**src/rtl/serial_add_pkg.sv**
```systemverilog
package serial_add_pkg;

  // Strobes from the sequencer to the datapath
  typedef struct packed {
    logic loadOps;     // capture parallel operands, clear result
    logic clearState;  // force the carry machine to its no-carry state
    logic shiftOps;    // consume one bit pair and advance the carry machine
    logic captureSum;  // shift the current sum bit into the result register
  } addStrobe_t;

  typedef enum logic {
    CY_LOW  = 1'b0,
    CY_HIGH = 1'b1
  } mealyCarry_e;

endpackage

```
**src/rtl/serial_add_carry.sv**
```systemverilog
module serial_add_carry
  import serial_add_pkg::*;
#(
  parameter bit MOORE = 1'b0
) (
  input  logic clk,
  input  logic rst,
  input  logic clear,
  input  logic advance,
  input  logic aBit,
  input  logic bBit,
  output logic sumBit,
  output logic carryBit
);

  generate
    if (!MOORE) begin : g_mealy
      mealyCarry_e cyState;
      mealyCarry_e cyNext;

      always_comb begin
        cyNext = cyState;
        case (cyState)
          CY_LOW:  if (aBit && bBit)   cyNext = CY_HIGH;
          CY_HIGH: if (!aBit && !bBit) cyNext = CY_LOW;
          default: cyNext = CY_LOW;
        endcase
      end

      always_ff @(posedge clk) begin
        if (rst || clear)  cyState <= CY_LOW;
        else if (advance)  cyState <= cyNext;
      end

      logic cyNow;
      assign cyNow    = (cyState == CY_HIGH);
      assign sumBit   = aBit ^ bBit ^ cyNow;
      assign carryBit = cyNow;
    end else begin : g_moore
      // mState[1] holds the carry, mState[0] the registered sum bit
      logic [1:0] mState;
      logic       nxtSum;
      logic       nxtCarry;

      assign nxtSum   = aBit ^ bBit ^ mState[1];
      assign nxtCarry = (aBit & bBit) | (aBit & mState[1]) | (bBit & mState[1]);

      always_ff @(posedge clk) begin
        if (rst || clear)  mState <= 2'b00;
        else if (advance)  mState <= {nxtCarry, nxtSum};
      end

      assign sumBit   = mState[0];
      assign carryBit = mState[1];
    end
  endgenerate

endmodule

```
**src/rtl/serial_add_dp.sv**
```systemverilog
module serial_add_dp
  import serial_add_pkg::*;
#(
  parameter int WIDTH = 8,
  parameter bit MOORE = 1'b0
) (
  input  logic             clk,
  input  logic             rst,
  input  addStrobe_t       strobe,
  input  logic [WIDTH-1:0] opA,
  input  logic [WIDTH-1:0] opB,
  output logic [WIDTH-1:0] sumOut,
  output logic             carryOut,
  output logic             aBit,
  output logic             bBit
);

  localparam int TOP = WIDTH - 1;

  logic [WIDTH-1:0] aSh;
  logic [WIDTH-1:0] bSh;
  logic [WIDTH-1:0] sumSh;
  logic             sumBit;

  assign aBit = aSh[0];
  assign bBit = bSh[0];

  always_ff @(posedge clk) begin
    if (rst) begin
      aSh <= '0;
      bSh <= '0;
    end else if (strobe.loadOps) begin
      aSh <= opA;
      bSh <= opB;
    end else if (strobe.shiftOps) begin
      aSh <= aSh >> 1;
      bSh <= bSh >> 1;
    end
  end

  always_ff @(posedge clk) begin
    if (rst || strobe.loadOps)  sumSh <= '0;
    else if (strobe.captureSum) sumSh <= (sumSh >> 1) | (WIDTH'(sumBit) << TOP);
  end

  serial_add_carry #(.MOORE(MOORE)) uCarry (
    .clk     (clk),
    .rst     (rst),
    .clear   (strobe.clearState),
    .advance (strobe.shiftOps),
    .aBit    (aBit),
    .bBit    (bBit),
    .sumBit  (sumBit),
    .carryBit(carryOut)
  );

  assign sumOut = sumSh;

endmodule

```
**src/rtl/serial_add_ctrl.sv**
```systemverilog
module serial_add_ctrl
  import serial_add_pkg::*;
#(
  parameter int WIDTH = 8,
  parameter bit MOORE = 1'b0
) (
  input  logic       clk,
  input  logic       rst,
  input  logic       load,
  input  logic       start,
  output addStrobe_t strobe,
  output logic       done
);

  localparam int LAST  = WIDTH - 1 + (MOORE ? 1 : 0);
  localparam int CNT_W = $clog2(LAST + 2);

  logic             armed;
  logic             busy;
  logic [CNT_W-1:0] cnt;

  always_ff @(posedge clk) begin
    if (rst) begin
      armed <= 1'b0;
      busy  <= 1'b0;
      done  <= 1'b0;
      cnt   <= '0;
    end else if (load) begin
      armed <= 1'b1;
      busy  <= 1'b0;
      done  <= 1'b0;
      cnt   <= '0;
    end else if (start && armed) begin
      armed <= 1'b0;
      busy  <= 1'b1;
      cnt   <= '0;
    end else if (busy) begin
      if (cnt == CNT_W'(LAST)) begin
        busy <= 1'b0;
        done <= 1'b1;
      end else begin
        cnt <= cnt + 1'b1;
      end
    end
  end

  logic running;
  assign running = busy && !load;

  always_comb begin
    strobe.loadOps    = load;
    strobe.clearState = load;
    strobe.shiftOps   = running && (cnt < CNT_W'(WIDTH));
    strobe.captureSum = running && (MOORE ? (cnt != '0) : 1'b1);
  end

endmodule

```
**src/rtl/serial_add_unit.sv**
```systemverilog
module serial_add_unit
  import serial_add_pkg::*;
#(
  parameter int WIDTH = 8,
  parameter bit MOORE = 1'b0
) (
  input  logic             clk,
  input  logic             rst,
  input  logic             load,
  input  logic [WIDTH-1:0] opA,
  input  logic [WIDTH-1:0] opB,
  input  logic             start,
  output logic [WIDTH-1:0] sumOut,
  output logic             carryOut,
  output logic             done
);

  addStrobe_t strobe;
  logic       aBit;
  logic       bBit;
  logic       shiftNow;
  logic       captureNow;

  serial_add_ctrl #(.WIDTH(WIDTH), .MOORE(MOORE)) uCtrl (
    .clk   (clk),
    .rst   (rst),
    .load  (load),
    .start (start),
    .strobe(strobe),
    .done  (done)
  );

  serial_add_dp #(.WIDTH(WIDTH), .MOORE(MOORE)) uDp (
    .clk     (clk),
    .rst     (rst),
    .strobe  (strobe),
    .opA     (opA),
    .opB     (opB),
    .sumOut  (sumOut),
    .carryOut(carryOut),
    .aBit    (aBit),
    .bBit    (bBit)
  );

  assign shiftNow   = strobe.shiftOps;
  assign captureNow = strobe.captureSum;

endmodule

```
**config.mk**
```make
export PLATFORM = sky130hd
export DESIGN_NAME = serial_add_unit
export DESIGN_NICKNAME = d
export VERILOG_FILES = /design/src/rtl/serial_add_pkg.sv /design/src/rtl/serial_add_carry.sv /design/src/rtl/serial_add_dp.sv /design/src/rtl/serial_add_ctrl.sv /design/src/rtl/serial_add_unit.sv
export SDC_FILE = /design/constraint.sdc
export NUM_CORES = 1
export LEC_CHECK = 0
export CORE_ASPECT_RATIO = 0.5
export CORE_MARGIN = 10
export CORE_UTILIZATION = 45
export CTS_BUF_LIST = sky130_fd_sc_hd__clkbuf_8 sky130_fd_sc_hd__clkbuf_16
export DETAILED_ROUTE_END_ITERATION = 8
export PLACE_DENSITY = 0.71
export SETUP_SLACK_MARGIN = 0.3
export SYNTH_ARGS = -nofsm -noshare
export SYNTH_HDL_FRONTEND = slang
export SYNTH_SLANG_ARGS = --single-unit
```
**constraint.sdc**
```tcl
create_clock -name clk -period 3.8 [get_ports clk]
set_input_delay 1.14 -clock clk [delete_from_list [all_inputs] [get_ports clk]]
set_output_delay 1.14 -clock clk [all_outputs]
set_load 0.02 [all_outputs]
```
== Word-level counts from Yosys, hierarchy flattened ==
Index checks and enable logic that the tools add are counted.

* $add $sub $neg: 1
* Reductions and logical operators: 15
* $lt $le $gt $ge: 1
* Bitwise operators: 6
* Eq/ne operators: 1
* Mux-type cells: 12

{| class="wikitable"
|+ Operator list
! kind !! number
|-
| $mux W8 || 4
|-
| $or A7 B8 Y8 || 1
|-
| $mux W1 || 7
|-
| $logic_and A1 B1 Y1 || 5
|-
| $add A4 B1 Y4 const B || 1
|-
| $eq A4 B3 Y1 const B || 1
|-
| $lt A4 B4 Y1 const B || 1
|-
| $reduce_bool A2 Y1 || 2
|-
| $logic_not A1 Y1 || 3
|-
| $not A1 Y1 || 3
|-
| $reduce_and A3 Y1 || 1
|-
| $reduce_or A3 Y1 || 1
|-
| $pmux W1 S2 || 1
|-
| $reduce_and A2 Y1 || 1
|-
| $reduce_or A2 Y1 || 1
|-
| $xor A1 B1 Y1 || 2
|-
| $logic_or A1 B1 Y1 || 1
|}

* Output and inout bits: 10
* Register bits after elaboration: 32
* Input port bits: 20

== Depth between registers and ports, before layout ==
* Depth after elaboration: 5
* Mapped depth: 6

== By module ==
Synthesis repeated with hierarchy kept, for this count alone.

* Cells, all modules: 147
* Area, all modules: 1462.7 um^2

{| class="wikitable"
|+ Modules (own cells, without submodules)
! module !! instances !! area each (um^2) !! cells each
|-
| serial_add_dp || 1 || 1038.5 || 99
|-
| serial_add_ctrl || 1 || 339.1 || 39
|-
| serial_add_carry || 1 || 85.1 || 9
|}

== Worst setup path before layout ==
OpenSTA, ideal clock, no wires.

* Path kind: input -> register
* From: input load
* To: register uDp.bSh[3]
* Arrival time: 1.857 ns
* Stages on the path: 4
* Data required time: 3.714 ns
* Setup slack: 1.858 ns
* Path buffers: 2
* Setup time: 0.086 ns
* Cell sequence: buf_2 nand2b_1 buf_4 a211oi_1

* Cells in the longest elaborated chain, start to end: 4
* Elaborated cells on any way between the ends: 5
* Classes of those cells: 1 x mux; 4 x reduce/logical

{| class="wikitable"
|+ Ends and longest elaborated chain
! what !! line !! source
|-
| start, declared || serial_add_unit.sv:9 || <nowiki>input logic load,</nowiki>
|-
| $logic_not A1 Y1 || serial_add_ctrl.sv:48 || <nowiki>assign running = busy && !load;</nowiki>
|-
| $logic_and A1 B1 Y1 || serial_add_ctrl.sv:48 ||
|-
| $logic_and A1 B1 Y1 || serial_add_ctrl.sv:53 || <nowiki>strobe.shiftOps = running && (cnt < CNT_W'(WIDTH));</nowiki>
|-
| $reduce_bool A2 Y1 (no line) || -- ||
|-
| end signal, assigned || serial_add_dp.sv:34 || <nowiki>bSh <= opB;</nowiki>
|-
| end signal, assigned || serial_add_dp.sv:37 || <nowiki>bSh <= bSh >> 1;</nowiki>
|-
| end, declared || serial_add_dp.sv:21 || <nowiki>logic [WIDTH-1:0] bSh;</nowiki>
|}

Several ways; a longest one is shown, not always the timed one.
A chain may end at the register's enable or synchronous reset.

== Worst setup path in the final report ==
Same ends and word-level chain as after synthesis.

==> results.txt <==
Final hold violations: 0
Worst setup slack before clock tree synthesis: 755 ps
Fraction of final layout cells sized beyond drive strength 1: 17.4%
Number of clock sinks: 32
Final worst-path cycle share: 72.9%
Ports: 30
DR DRC count: 0
IO Port Bufs: 29
Clock Pin Slew Worst Setup and Hold Paths: 60 ps
Worst Tran Pin Value: 762 ps
Signed area change from the synthesized netlist to the final layout: 24.4%
Final estimated routing congestion in global placement: 0.717
Initial antenna violation count: 0
Cell Area, Placed: 0.00179 sq mm
Num rows: 14
Min Hold Slack: 468 ps
Period minus WS final: 2770 ps
Setup Skew: 3.75 ps
Vias in the first global route: 1040
End point of the worst hold path: uCtrl.done
Number of buffers inserted during clock tree synthesis: 5
Crit Path Max Fanout: 17
Number of design-rule violations left by the first detailed-router iteration: 36
YS warnings: 0
Synth Cell Area: 0.00151 sq mm
Worst reg2reg endpoint: uDp.uCarry.carryBit
Area inside the core boundary: 0.00312 sq mm
Setup crit end kind: register
Aggregate global routing overflow: 0
Launching point of the worst reg2reg path: uCtrl.busy
Hold path start: uCtrl.done
Syn_area_per_cell: 10.4 sq um
Count of antenna diodes in the layout: 0
FFs w/ async S/R, synth: 0%
Count of endpoints failing setup in the final report: 0
Number of instances resized during post-cts repair: 0
CTS tree: yes
Max transition margin: 49.2%
Post-CTS setup repair buffer count: 0
Power Density: 385 mW/mm^2
Min-delay worst type: reg2reg
Result of the run: finished clean
Reported max-cap violation count: 0
Die X-Extent: 102 microns
Area of the die: 0.00623 sq mm
Routed wirelength normalized by instance count: 13.7 microns
Synth Flop Type: sky130_fd_sc_hd__dfxtp_1
Worst Reg2Reg Path Length in Cells: 3
CTS HTree Levels: 2
Pin count of the biggest net entering global routing: 18
Effective utilization at floorplan: 48.6%
Gate count after technology mapping: 145
Vias per Instance: 5.23
Wire length reported by the detailed router: 2900 microns
Height of the die: 61.0 microns
Startpoint Class: input pin
Final max-slew violation count: 0
Syn Nets: 168
Vias: 1108
Number of distinct standard cells referenced by the synthesized netlist: 28
Achievable frequency: 0.361 GHz
Arrival time at the worst endpoint: 2890 ps
Aggregate global-route resource usage: 10.1%
CTS hold repair buffers: 0
Number of flops mapped to enable cells by yosys: 0
Leakage dissipation: 0.669 nW
Global-route wire length before repair: 4850 microns
Final Core Density: 60.4%
Root buf cell: sky130_fd_sc_hd__clkbuf_8
Worst endpoint required time: 3920 ps
Share of synthesized area occupied by flip-flops and latches: 42.3%
R2r setup slk: 1840 ps
Worst hold stages: 2
Synth Register Bits: 32
Setup repair after global routing missed its margin: no
Maximum vdd drop: 0.000196 V
Final-stage net count: 195
Worst-skew pair later-pin latency: 280 ps
Crit path setup slack, layout: 1030 ps
DRT antenna net count: 0
Post-detail-place hpwl: 2060 microns
CTS Buffer Depth: 2
Post-Layout Inst Area: 0.00188 sq mm
Count of TritonRoute iterations in the first routing pass: 3
Critical path start-end classification: in2reg
Total negative setup slack: 0 ps
==> state kept, by name (all words and copies together) (netlist names) <==
signal	cells
uCtrl.done	1
uDp.aSh	8
uDp.bSh	8
uDp.sumOut	8
uCtrl.armed	1
uCtrl.cnt	4
uDp.uCarry.carryBit	1
uCtrl.busy	1
==> cells by family (layout without fill, tap and decap cells) <==
logic type / count (synthesis) / after routing / share of synthesized area, %
xor gates and xnor gates: 1 / 1 / 0.579
DFF: 32 / 32 / 42.3
muxes: 19 / 19 / 12.6
and+or+nand+nor: 42 / 42 / 17.2
AOI/OAI and AO/OA: 31 / 31 / 17.7
buffers and inverters: 17 / 44 / 7.19
adders and majority gates: 3 / 3 / 2.48
==> worst max path at each step <==
| stage | startpoint | slack (ps) | endpoint | cells past startpoint |
|---|---|---|---|---|
| 6_report | load | 1030 | uDp.bSh[3] | 3 |
| 5_1_grt | load | 920 | uDp.bSh[3] | 3 |
| 4_1_cts | load | 1060 | uDp.bSh[3] | 3 |
| 3_5_place_dp | load | 750 | uDp.bSh[3] | 3 |
| 3_3_place_gp | load | 800 | uDp.aSh[6] | 3 |
| 2_1_floorplan | load | 1860 | uDp.bSh[3] | 4 |
==> Yosys cell counts, types with 2 or more instances <==
library cell               number  area share, %
sky130_fd_sc_hd__nand4_1        2           0.83
sky130_fd_sc_hd__nand2b_1       4            1.7
sky130_fd_sc_hd__buf_2          6            2.0
sky130_fd_sc_hd__dfxtp_1       32             42
sky130_fd_sc_hd__a22oi_1        2           0.99
sky130_fd_sc_hd__inv_1          5            1.2
sky130_fd_sc_hd__o211ai_1       2           0.99
sky130_fd_sc_hd__nor3_2         9            6.0
sky130_fd_sc_hd__nor3_1         5            1.7
sky130_fd_sc_hd__nor2b_1        2           0.83
sky130_fd_sc_hd__buf_4          2           0.99
sky130_fd_sc_hd__a211oi_1       6            3.0
sky130_fd_sc_hd__mux2i_1       19             13
sky130_fd_sc_hd__nand2_1        3           0.74
sky130_fd_sc_hd__nor2_1        11            2.7
sky130_fd_sc_hd__and3b_1        2            1.2
sky130_fd_sc_hd__ha_1           3            2.5
sky130_fd_sc_hd__a211oi_2      10            8.3
sky130_fd_sc_hd__buf_6          4            3.0
sky130_fd_sc_hd__o21ai_1        3           0.99
sky130_fd_sc_hd__a21oi_1        6            2.0
==> final cells by class <==
class,count,area [sq um]
clock buffers,7,96.3
repair buffers,32,313
flip-flops and latches,32,641
well taps,40,50.0
multi-input cells,96,764
fillers,264,1230
inverters,5,18.8
==> per-layer routing <==
metal / up-vias / track usage (%) / part of all wire [%]
met5: - / 0 / 0
met4: 0 / 6.57 / 2.4
met3: 8 / 3.69 / 5.8
met2: 21 / 16.2 / 46
met1: 507 / 11.6 / 45
li1: 572 / - / -
==> metrics by stage <==
step | instances | power, mW
floorplan | 145 | 0.428
detailed placement | 205 | 0.456
global route | 212 | 0.757
CTS | 212 | 0.735
global placement | 205 | 0.454
finish | 212 | 0.724
==> cells in the final DEF, fill, tap and decap left out <==
cell type / n
sky130_fd_sc_hd__dfxtp_1: 32
sky130_fd_sc_hd__nor2_1: 11
sky130_fd_sc_hd__clkbuf_8: 7
sky130_fd_sc_hd__nand3_1: 1
sky130_fd_sc_hd__a22oi_1: 2
sky130_fd_sc_hd__o21ai_1: 3
sky130_fd_sc_hd__or3_1: 1
sky130_fd_sc_hd__inv_1: 5
sky130_fd_sc_hd__buf_4: 3
sky130_fd_sc_hd__and2b_1: 1
sky130_fd_sc_hd__nor3_2: 9
sky130_fd_sc_hd__a311oi_2: 1
sky130_fd_sc_hd__a21boi_1: 1
sky130_fd_sc_hd__o211ai_1: 2
sky130_fd_sc_hd__or2_1: 1
sky130_fd_sc_hd__nand2_1: 3
sky130_fd_sc_hd__nand4_1: 2
sky130_fd_sc_hd__nor2b_1: 2
sky130_fd_sc_hd__mux2i_1: 19
sky130_fd_sc_hd__a211oi_1: 6
sky130_fd_sc_hd__nor3_1: 5
sky130_fd_sc_hd__xnor2_1: 1
sky130_fd_sc_hd__nand2b_1: 4
sky130_fd_sc_hd__a21oi_1: 6
sky130_fd_sc_hd__clkdlybuf4s50_1: 29
sky130_fd_sc_hd__a211oi_2: 10
sky130_fd_sc_hd__and3b_1: 2
sky130_fd_sc_hd__ha_1: 3
==> critical path: stages <==
cell	delay, ps
sky130_fd_sc_hd__clkdlybuf4s50_1	890
sky130_fd_sc_hd__nand2b_1	680
sky130_fd_sc_hd__a211oi_1	170
==> power by group <==
| part | switching [mW] | internal, mW | leakage (nW) |
|---|---|---|---|
| Clock | 0.116 | 0.161 | 0.0503 |
| Sequential | 0.0103 | 0.350 | 0.262 |
| Combinational | 0.0402 | 0.0474 | 0.357 |
(Power assumes the default switching activity.)
